`config.mk`:
```
export PLATFORM = sky130hd
export DESIGN_NAME = err_snap_counter
export DESIGN_NICKNAME = d
export VERILOG_FILES = /design/src/rtl/esc_pkg.sv /design/src/rtl/esc_edge.sv /design/src/rtl/esc_counter.sv /design/src/rtl/esc_hold.sv /design/src/rtl/err_snap_counter.sv
export SDC_FILE = /design/constraint.sdc
export NUM_CORES = 1
export LEC_CHECK = 0
export CAP_MARGIN = 5
export CORE_MARGIN = 2
export CORE_UTILIZATION = 45
export DETAILED_ROUTE_END_ITERATION = 12
export PLACE_DENSITY = 0.69
export SLEW_MARGIN = 20
export SYNTH_ARGS = -nofsm -noshare
export SYNTH_HDL_FRONTEND = slang
export SYNTH_HIERARCHICAL = 1
export SYNTH_SLANG_ARGS = --single-unit
```
`constraint.sdc`:
```
create_clock -name clk -period 4.5 [get_ports clk]
set_input_delay 0.675 -clock clk [delete_from_list [all_inputs] [get_ports clk]]
set_output_delay 0.675 -clock clk [all_outputs]
set_load 0.005 [all_outputs]
```
`src/rtl/esc_pkg.sv`:
```
`timescale 1ns/1ps
package esc_pkg;
  // Next tally value: add one on a hit unless already at the ceiling.
  function automatic logic [31:0] sat_step(logic [31:0] cur, logic [31:0] ceil, logic hit);
    if (hit && (cur != ceil)) return cur + 32'd1;
    return cur;
  endfunction

  // Byte number idx (0 = least significant) of a word.
  function automatic logic [7:0] byte_of(logic [31:0] word, int idx);
    logic [31:0] shifted;
    shifted = word >> (idx * 8);
    return shifted[7:0];
  endfunction
endpackage

```
`src/rtl/esc_edge.sv`:
```
`timescale 1ns/1ps
module esc_edge (
  input  logic clk,
  input  logic rst_n,
  input  logic lvl_i,
  output logic rise_o
);
  logic lvl_q;

  always_ff @(posedge clk or negedge rst_n) begin
    if (!rst_n) lvl_q <= 1'b0;
    else        lvl_q <= lvl_i;
  end

  assign rise_o = lvl_i & ~lvl_q;


  no_back_to_back_rise_chk: assert property (@(posedge clk) disable iff (!rst_n)
    rise_o |=> !rise_o);
endmodule

```
`src/rtl/esc_counter.sv`:
```
`timescale 1ns/1ps
module esc_counter #(
  parameter int CNT_W = 16
) (
  input  logic             clk,
  input  logic             rst_n,
  input  logic             hit_i,
  input  logic             clr_i,
  output logic [CNT_W-1:0] cnt_o
);
  import esc_pkg::*;
  localparam logic [CNT_W-1:0] CEIL = '1;

  logic [CNT_W-1:0] cnt_q, cnt_d;

  always_comb begin
    if (clr_i) cnt_d = hit_i ? CNT_W'(1) : '0;
    else       cnt_d = CNT_W'(sat_step(32'(cnt_q), 32'(CEIL), hit_i));
  end

  always_ff @(posedge clk or negedge rst_n) begin
    if (!rst_n) cnt_q <= '0;
    else        cnt_q <= cnt_d;
  end

  assign cnt_o = cnt_q;


  no_overflow_chk: assert property (@(posedge clk) disable iff (!rst_n)
    (!clr_i && cnt_q == CEIL) |=> (cnt_q == CEIL));

  no_decrease_chk: assert property (@(posedge clk) disable iff (!rst_n)
    !clr_i |=> (cnt_q >= $past(cnt_q)));

  clear_restart_chk: assert property (@(posedge clk) disable iff (!rst_n)
    clr_i |=> (cnt_q == CNT_W'($past(hit_i))));
endmodule

```
`src/rtl/esc_hold.sv`:
```
`timescale 1ns/1ps
module esc_hold #(
  parameter int          CNT_W  = 16,
  parameter int          ADDR_W = 8,
  parameter int unsigned BASE   = 32'h11
) (
  input  logic              clk,
  input  logic              rst_n,
  input  logic              cap_i,
  input  logic [CNT_W-1:0]  cnt_i,
  input  logic [ADDR_W-1:0] rd_addr_i,
  output logic [7:0]        rd_data_o,
  output logic [CNT_W-1:0]  hold_o
);
  import esc_pkg::*;
  localparam int NBYTES = (CNT_W + 7) / 8;

  logic [CNT_W-1:0] hold_q;
  logic [NBYTES-1:0] byte_hit;
  logic [7:0] byte_val [NBYTES];

  always_ff @(posedge clk or negedge rst_n) begin
    if (!rst_n)     hold_q <= '0;
    else if (cap_i) hold_q <= cnt_i;
  end

  // Most significant byte at BASE, lower bytes at following addresses.
  for (genvar g = 0; g < NBYTES; g++) begin : g_lane
    assign byte_hit[g] = (rd_addr_i == ADDR_W'(BASE + g));
    assign byte_val[g] = byte_of(32'(hold_q), NBYTES - 1 - g);
  end

  always_comb begin
    rd_data_o = 8'h00;
    for (int i = 0; i < NBYTES; i++)
      if (byte_hit[i]) rd_data_o = rd_data_o | byte_val[i];
  end

  assign hold_o = hold_q;


  lane_unique_chk: assert property (@(posedge clk) disable iff (!rst_n)
    $onehot0(byte_hit));

  hold_stable_chk: assert property (@(posedge clk) disable iff (!rst_n)
    !cap_i |=> $stable(hold_q));

  hold_load_chk: assert property (@(posedge clk) disable iff (!rst_n)
    cap_i |=> (hold_q == $past(cnt_i)));
endmodule

```
`src/rtl/err_snap_counter.sv`:
```
`timescale 1ns/1ps
module err_snap_counter #(
  parameter int          CNT_W  = 16,
  parameter int          ADDR_W = 8,
  parameter int unsigned BASE   = 32'h11
) (
  input  logic              clk,
  input  logic              rst_n,
  input  logic              err_strobe,
  input  logic              snap_req,
  input  logic              nrz_mode,
  input  logic [ADDR_W-1:0] rd_addr,
  output logic [7:0]        rd_data,
  output logic              err_pulse_o
);
  logic             capture_evt;
  logic [CNT_W-1:0] live_cnt;
  logic [CNT_W-1:0] held_cnt;
  logic             pulse_q;

  esc_edge u_edge (
    .clk    (clk),
    .rst_n  (rst_n),
    .lvl_i  (snap_req),
    .rise_o (capture_evt)
  );

  esc_counter #(.CNT_W(CNT_W)) u_cnt (
    .clk   (clk),
    .rst_n (rst_n),
    .hit_i (err_strobe),
    .clr_i (capture_evt),
    .cnt_o (live_cnt)
  );

  esc_hold #(.CNT_W(CNT_W), .ADDR_W(ADDR_W), .BASE(BASE)) u_hold (
    .clk       (clk),
    .rst_n     (rst_n),
    .cap_i     (capture_evt),
    .cnt_i     (live_cnt),
    .rd_addr_i (rd_addr),
    .rd_data_o (rd_data),
    .hold_o    (held_cnt)
  );

  always_ff @(posedge clk or negedge rst_n) begin
    if (!rst_n) pulse_q <= 1'b0;
    else        pulse_q <= err_strobe & nrz_mode;
  end

  assign err_pulse_o = pulse_q;


  pulse_cause_chk: assert property (@(posedge clk) disable iff (!rst_n)
    (err_pulse_o && !$past(err_pulse_o)) |-> ($past(err_strobe) && $past(nrz_mode)));

  capture_needs_low_chk: assert property (@(posedge clk) disable iff (!rst_n)
    capture_evt |=> (!capture_evt && held_cnt == $past(live_cnt)));
endmodule

```
==> qor.txt, run 1 <==
Fraction of layout cells with a size suffix above 1: 0.187
Synth-to-Final Area Change: 16.9%
CTS Hold Bufs: 0
Max-slew headroom: 0.413
Initial core utilization: 0.465
Most frequent cells after synthesis: dfrtp_1, mux2_2, nand3b_1, nor2_1, a2111oi_1
Post-synthesis sequential area ratio: 0.461
Hold depth: 1
Setup_tns: 0 ns
Non-filler instance count after layout: 237
Post-synthesis instance area: 1850 um2
Syn_nets: 182
Outcome: finished, final reports clean
Fin. max-slew vios: 0
Clk sink count: 34
VDD IR max: 140 uV
Post-synth EDFFs: 0
DR vias/cell: 5.92
Crit. End Element: primary output
Detailed Route Iter0 Violations: 59
Leakage: 0.836 nW
Synthesized flop and latch total: 34
DP Cell Count: 230
DRC violations left: 0
Fin Hold WS: 0.509 ns
Critical Path RT: 3.83 ns
DP HPWL: 2670 um
Post-CTS setup buffer count: 0
Wirelength per Cell: 16.1 um
Worst-margin pin slew: 0.879 ns
Yosys Warn Count: 6
HP Class: reg2reg
Die Span X: 68.1 um
CP Launch Type: input port
IO buf count: 21
Core footprint: 3970 um2
Clock skew: 0.00465 ns
Cell Pwr Density: 283 nW/um2
Vias: 1404
Post-synth top area share: 0.461
Clk buf depth: 2
Rows: 23
Final setup vio count: 0
Layout net count: 201
Detail Route Antenna Nets: 0
IO Pins: 22
Clock root buffer: clkbuf_8
Period utilization: 0.743
Ant. Diodes: 0
Synth Flop Type: dfrtp_1
CTS Buf Count: 5
# resized after CTS: 0
Top cells by area, synth: dfrtp_1, mux2_2, nand3b_1
Mapped Avg Cell Area: 11.0 um2
Ys async rst share: 1.00
Initial antenna violation count: 0
Reg2Reg Depth: 5
CTS tree: done
Clk slew on worst S/H paths: 0.07 ns
DIE AREA: 4630 um2
Post-Synthesis Cells: 168
Clk_lat worst skew: 0.29 ns
Die height: 68.1 um
Max Fclk: 299 MHz
RePlAce Congestion: 0.804
Leading area contributor after synthesis: dfrtp_1
Final Hold Fails: 0
RSZ-0062 raised after global routing: no
Clock period minus worst slack: 3.34 ns
H-Tree Depth: 2
Top-count cell post-synth: dfrtp_1
Total Routing Usage GR: 0.183
Max-cap viol count: 0
DRT Wirelength: 3810 um
Crit path max fanout: 8
Total grt overflow: 0
Critical path class: in2out
Post-synthesis cell type count: 43
Vias in the first global route: 1273
Drt first pass iters: 4
First-pass GRT wire length: 6130 um
Critical Path AT: 2.67 ns
Largest net degree at the start of global routing: 38
-- state kept, by name (all words and copies together) (netlist names) --
name	count
u_cnt/cnt_o	16
u_hold/hold_o	16
u_edge/lvl_q	1
err_pulse_o	1
-- report_power, final --
group	internal, mW	switching (mW)	leakage, nW
logic	0.0302	0.0324	0.328
registers	0.320	0.0156	0.464
clock network	0.104	0.108	0.0438
total	0.454	0.156	0.836
-- logic make-up after synthesis --
logic type	count (synthesis)	share of synthesized area
flip-flops	34	0.461
buffers and inverters	15	0.0352
adder cells (fa/ha/maj)	1	0.00677
multiplexers	21	0.127
AND/OR/NAND/NOR	69	0.247
AO/OA/AOI/OAI	28	0.123
-- final cells by class --
class                           instances  area, um2
Sequential cell                        34        851
Inverter                                5       18.8
Clock inverter                          2       10.0
Clock buffer                            5       68.8
Timing Repair Buffer                   22        218
Multi-Input combinational cell        119        931
Fill cell                             327       1810
Tap cell                               50       62.6
-- critical path, stage by stage --
cell	delay, ns
clkdlybuf4s50_1	0.39
or4b_1	0.69
a2111oi_1	0.35
clkdlybuf4s50_1	0.57
-- stage by stage --
stage / total power [mW] / setup slack (ns) / instance area [um2] / util
after floorplan: 0.374 / 2.17 / 1850 / -
after global placement: 0.401 / 1.23 / 2080 / 0.524
after detailed placement: 0.405 / 1.18 / 2080 / 0.524
after CTS: 0.617 / 1.17 / 2160 / 0.544
after global routing: 0.643 / 1.02 / 2160 / 0.544
final: 0.610 / 1.16 / 2160 / 0.544
-- final timing paths --
path	from	to	slack [ns]
worst max register to register	u_cnt/cnt_o[0]	u_cnt/cnt_o[6]	2.52
min in group asynchronous	rst_n	u_cnt/cnt_o[1]	0.78
max in group asynchronous	rst_n	u_hold/hold_o[9]	3.41
worst min register to register	u_hold/hold_o[15]	u_hold/hold_o[15]	0.51
worst min-delay path	u_hold/hold_o[15]	u_hold/hold_o[15]	0.51
worst max-delay path	rd_addr[5]	rd_data[4]	1.16
-- routing by layer --
metal | part of all wire | vias to the layer above | GRT usage
met2 | 0.48 | 41 | 0.301
met3 | 0.055 | 5 | 0.0493
met4 | 0.014 | 0 | 0.0675
met1 | 0.45 | 676 | 0.230
li1 | - | 682 | -
met5 | 0 | - | 0
-- cell usage in the layout (no fill, tap or decap), drive strengths merged, types with 3 or more instances in the layout --
master	Yosys	layout
dfrtp	34	34
clkdlybuf4s50	0	21
mux2	20	20
nand3b	17	17
nor2	12	12
a2111oi	8	8
a21oi	6	6
nand3	6	6
clkbuf	4	5
nand2	5	5
nor3	5	5
inv	5	5
nand4	5	5
nor2b	4	4
nor4	4	4
o41ai	3	3
a211oi	3	3
(Power assumes the default switching activity.)
==> run 2, diff against run 1 <==
PLACE_DENSITY = 0.71   (was 0.69)
clock period = 2.8 ns   (was 4.5 ns; I/O delays follow)
==> qor.txt, run 2 (synthesis results as in run 1) <==
Max-slew headroom: 0.505 (+0.0919)
Critical Path AT: 2.34 ns (-0.33 ns)
Synth-to-Final Area Change: 19.6%
Clk slew on worst S/H paths: 0.06 ns (about the same)
Most frequent cells in the layout: dfrtp_1, mux2_2, clkdlybuf4s50_1
DIE AREA: 4630 um2 (unchanged)
DRT Wirelength: 3890 um (+2.1%)
Filler Cell Count: 324 (-0.92%)
Final core utilization: 0.556 (+0.0123)
DP HPWL: 2790 um (+4.7%)
Leakage: 0.889 nW (+6.4%)
Outcome: finished, final reports clean
RePlAce Congestion: 0.810 (+0.76%)
Vias: 1463 (+4.2%)
DP Area: 2100 um2 (+0.72%)
Initial core utilization: 0.465 (unchanged)
Register area: 851 um2 (unchanged)
Crit. End Element: primary output
Non-filler instance count after layout: 240 (+1.3%)
Critical path class: in2out
Total Routing Usage GR: 0.188 (+0.00511)
Initial antenna violation count: 0 (unchanged)
Clk buf depth: 2 (unchanged)
CTS Hold Bufs: 0 (unchanged)
Fraction of layout cells with a size suffix above 1: 0.211 (+0.0234)
CTS tree: done
Crit path max fanout: 8 (unchanged)
DR vias/cell: 6.10 (+2.9%)
Die Span X: 68.1 um (unchanged)
Clock period minus worst slack: 2.76 ns
Core footprint: 3970 um2 (unchanged)
First-pass GRT wire length: 6490 um (+5.8%)
IO buf count: 21 (unchanged)
Flop-to-flop setup slack: 0.79 ns (-1.73 ns)
Final setup vio count: 0 (unchanged)
Detailed Route Iter0 Violations: 37 (-37%)
Drt first pass iters: 4 (unchanged)
Ant. Diodes: 0 (unchanged)
H-Tree Depth: 2 (unchanged)
Vias in the first global route: 1427 (+12%)
Total grt overflow: 0 (unchanged)
Hold depth: 1 (unchanged)
Fin. max-slew vios: 0 (unchanged)
Reg-to-Reg Start: u_cnt/cnt_o[0]
Fin Hold WS: 0.513 ns (+0.00366 ns)
IO Pins: 22 (unchanged)
Total power: 1.01 mW (+66%)
Place WS: -0.0518 ns (-1.23 ns)
Area of the multi-input gates: 945 um2 (+1.5%)
DRC violations left: 0 (unchanged)
Critical path startpoint: rd_addr[5]
DP Cell Count: 232 (+0.87%)
Max Fclk: 362 MHz
Cell Pwr Density: 458 nW/um2 (+62%)
Detail Route Antenna Nets: 0 (unchanged)
Fin area: 2210 um2 (+2.3%)
Setup_tns: 0 ns (unchanged)
Worst Hold Endpoint: u_hold/hold_o[3]
Commonest non-fill, non-tap cell in the layout: dfrtp_1
Worst-margin pin slew: 0.742 ns (-0.138 ns)
VDD IR max: 217 uV (+56%)
CTS Buf Count: 5 (unchanged)
RSZ-0062 raised after global routing: yes
HP Class: reg2reg
Final Hold Fails: 0 (unchanged)
Period utilization: 0.987
Rows: 23 (unchanged)
Reg2Reg Depth: 5 (unchanged)
Final WS setup: 0.0375 ns (-1.12 ns)
Clk sink count: 34 (unchanged)
Clock skew: 0.00662 ns (+0.00197 ns)
Largest net degree at the start of global routing: 35 (-7.9%)
R2r endpoint: u_cnt/cnt_o[6]
CP Launch Type: input port
Die height: 68.1 um (unchanged)
Wirelength per Cell: 16.2 um (+0.80%)
Layout net count: 203 (+1.0%)
Clock root buffer: clkbuf_8
Max-cap viol count: 0 (unchanged)
Critical Path RT: 2.38 ns (-1.45 ns)
Clk_lat worst skew: 0.28 ns (about the same)
Worst Hold Launch: u_hold/hold_o[3]
## run 2: worst max path at each step
stage | end | slack, ns | cells after the start
floorplan | rd_data[0] | 0.98 | 3
global placement | rd_data[3] | 0.03 | 4
detailed placement | rd_data[0] | -0.05 | 4
CTS | rd_data[0] | 0.01 | 4
global route | rd_data[4] | -0.03 | 4
finish | rd_data[4] | 0.04 | 4
## run 2: per-layer routing
layer	track usage	wire length [um]	vias up
met5	0	0	-
met1	0.236	1670	735
met3	0.0493	185	4
met4	0.0600	36	0
li1	-	-	683
met2	0.316	1990	41
## run 2: worst max-delay path, stage by stage
cell and delay [ns]:
clkdlybuf4s50_1 0.40, or4b_4 0.61, a2111oi_1 0.34, clkdlybuf4s50_1 0.58
## run 2: final cells by class
type | count | area share
Clock inverter | 1 | 0.00227
Multi-Input combinational cell | 119 | 0.428
Tap cell | 50 | 0.0283
Clock buffer | 7 | 0.0391
Inverter | 5 | 0.00850
Timing Repair Buffer | 24 | 0.109
Sequential cell | 34 | 0.385
## run 2: what timing repair did
item | CTS | global route
pin swaps | 0 | 0
setup buffers | 0 | 0
setup endpoints to repair | 4 | 8
resized for setup | 1 | 5
## run 2: power by group
part / switching [mW] / leakage (nW) / internal [mW] / total, mW
clock: 0.169 / 0.0482 / 0.198 / 0.367
combinational: 0.0543 / 0.377 / 0.0508 / 0.105
sequential: 0.0249 / 0.464 / 0.515 / 0.540
total: 0.248 / 0.889 / 0.764 / 1.01
==> run 3, diff against run 2 <==
SKIP_CTS_REPAIR_TIMING = 1   (was not set)
SKIP_LAST_GASP = 1   (was not set)
==> results of run 3 <==
The final DEF is identical to that of run 2; final timing and power are the same.
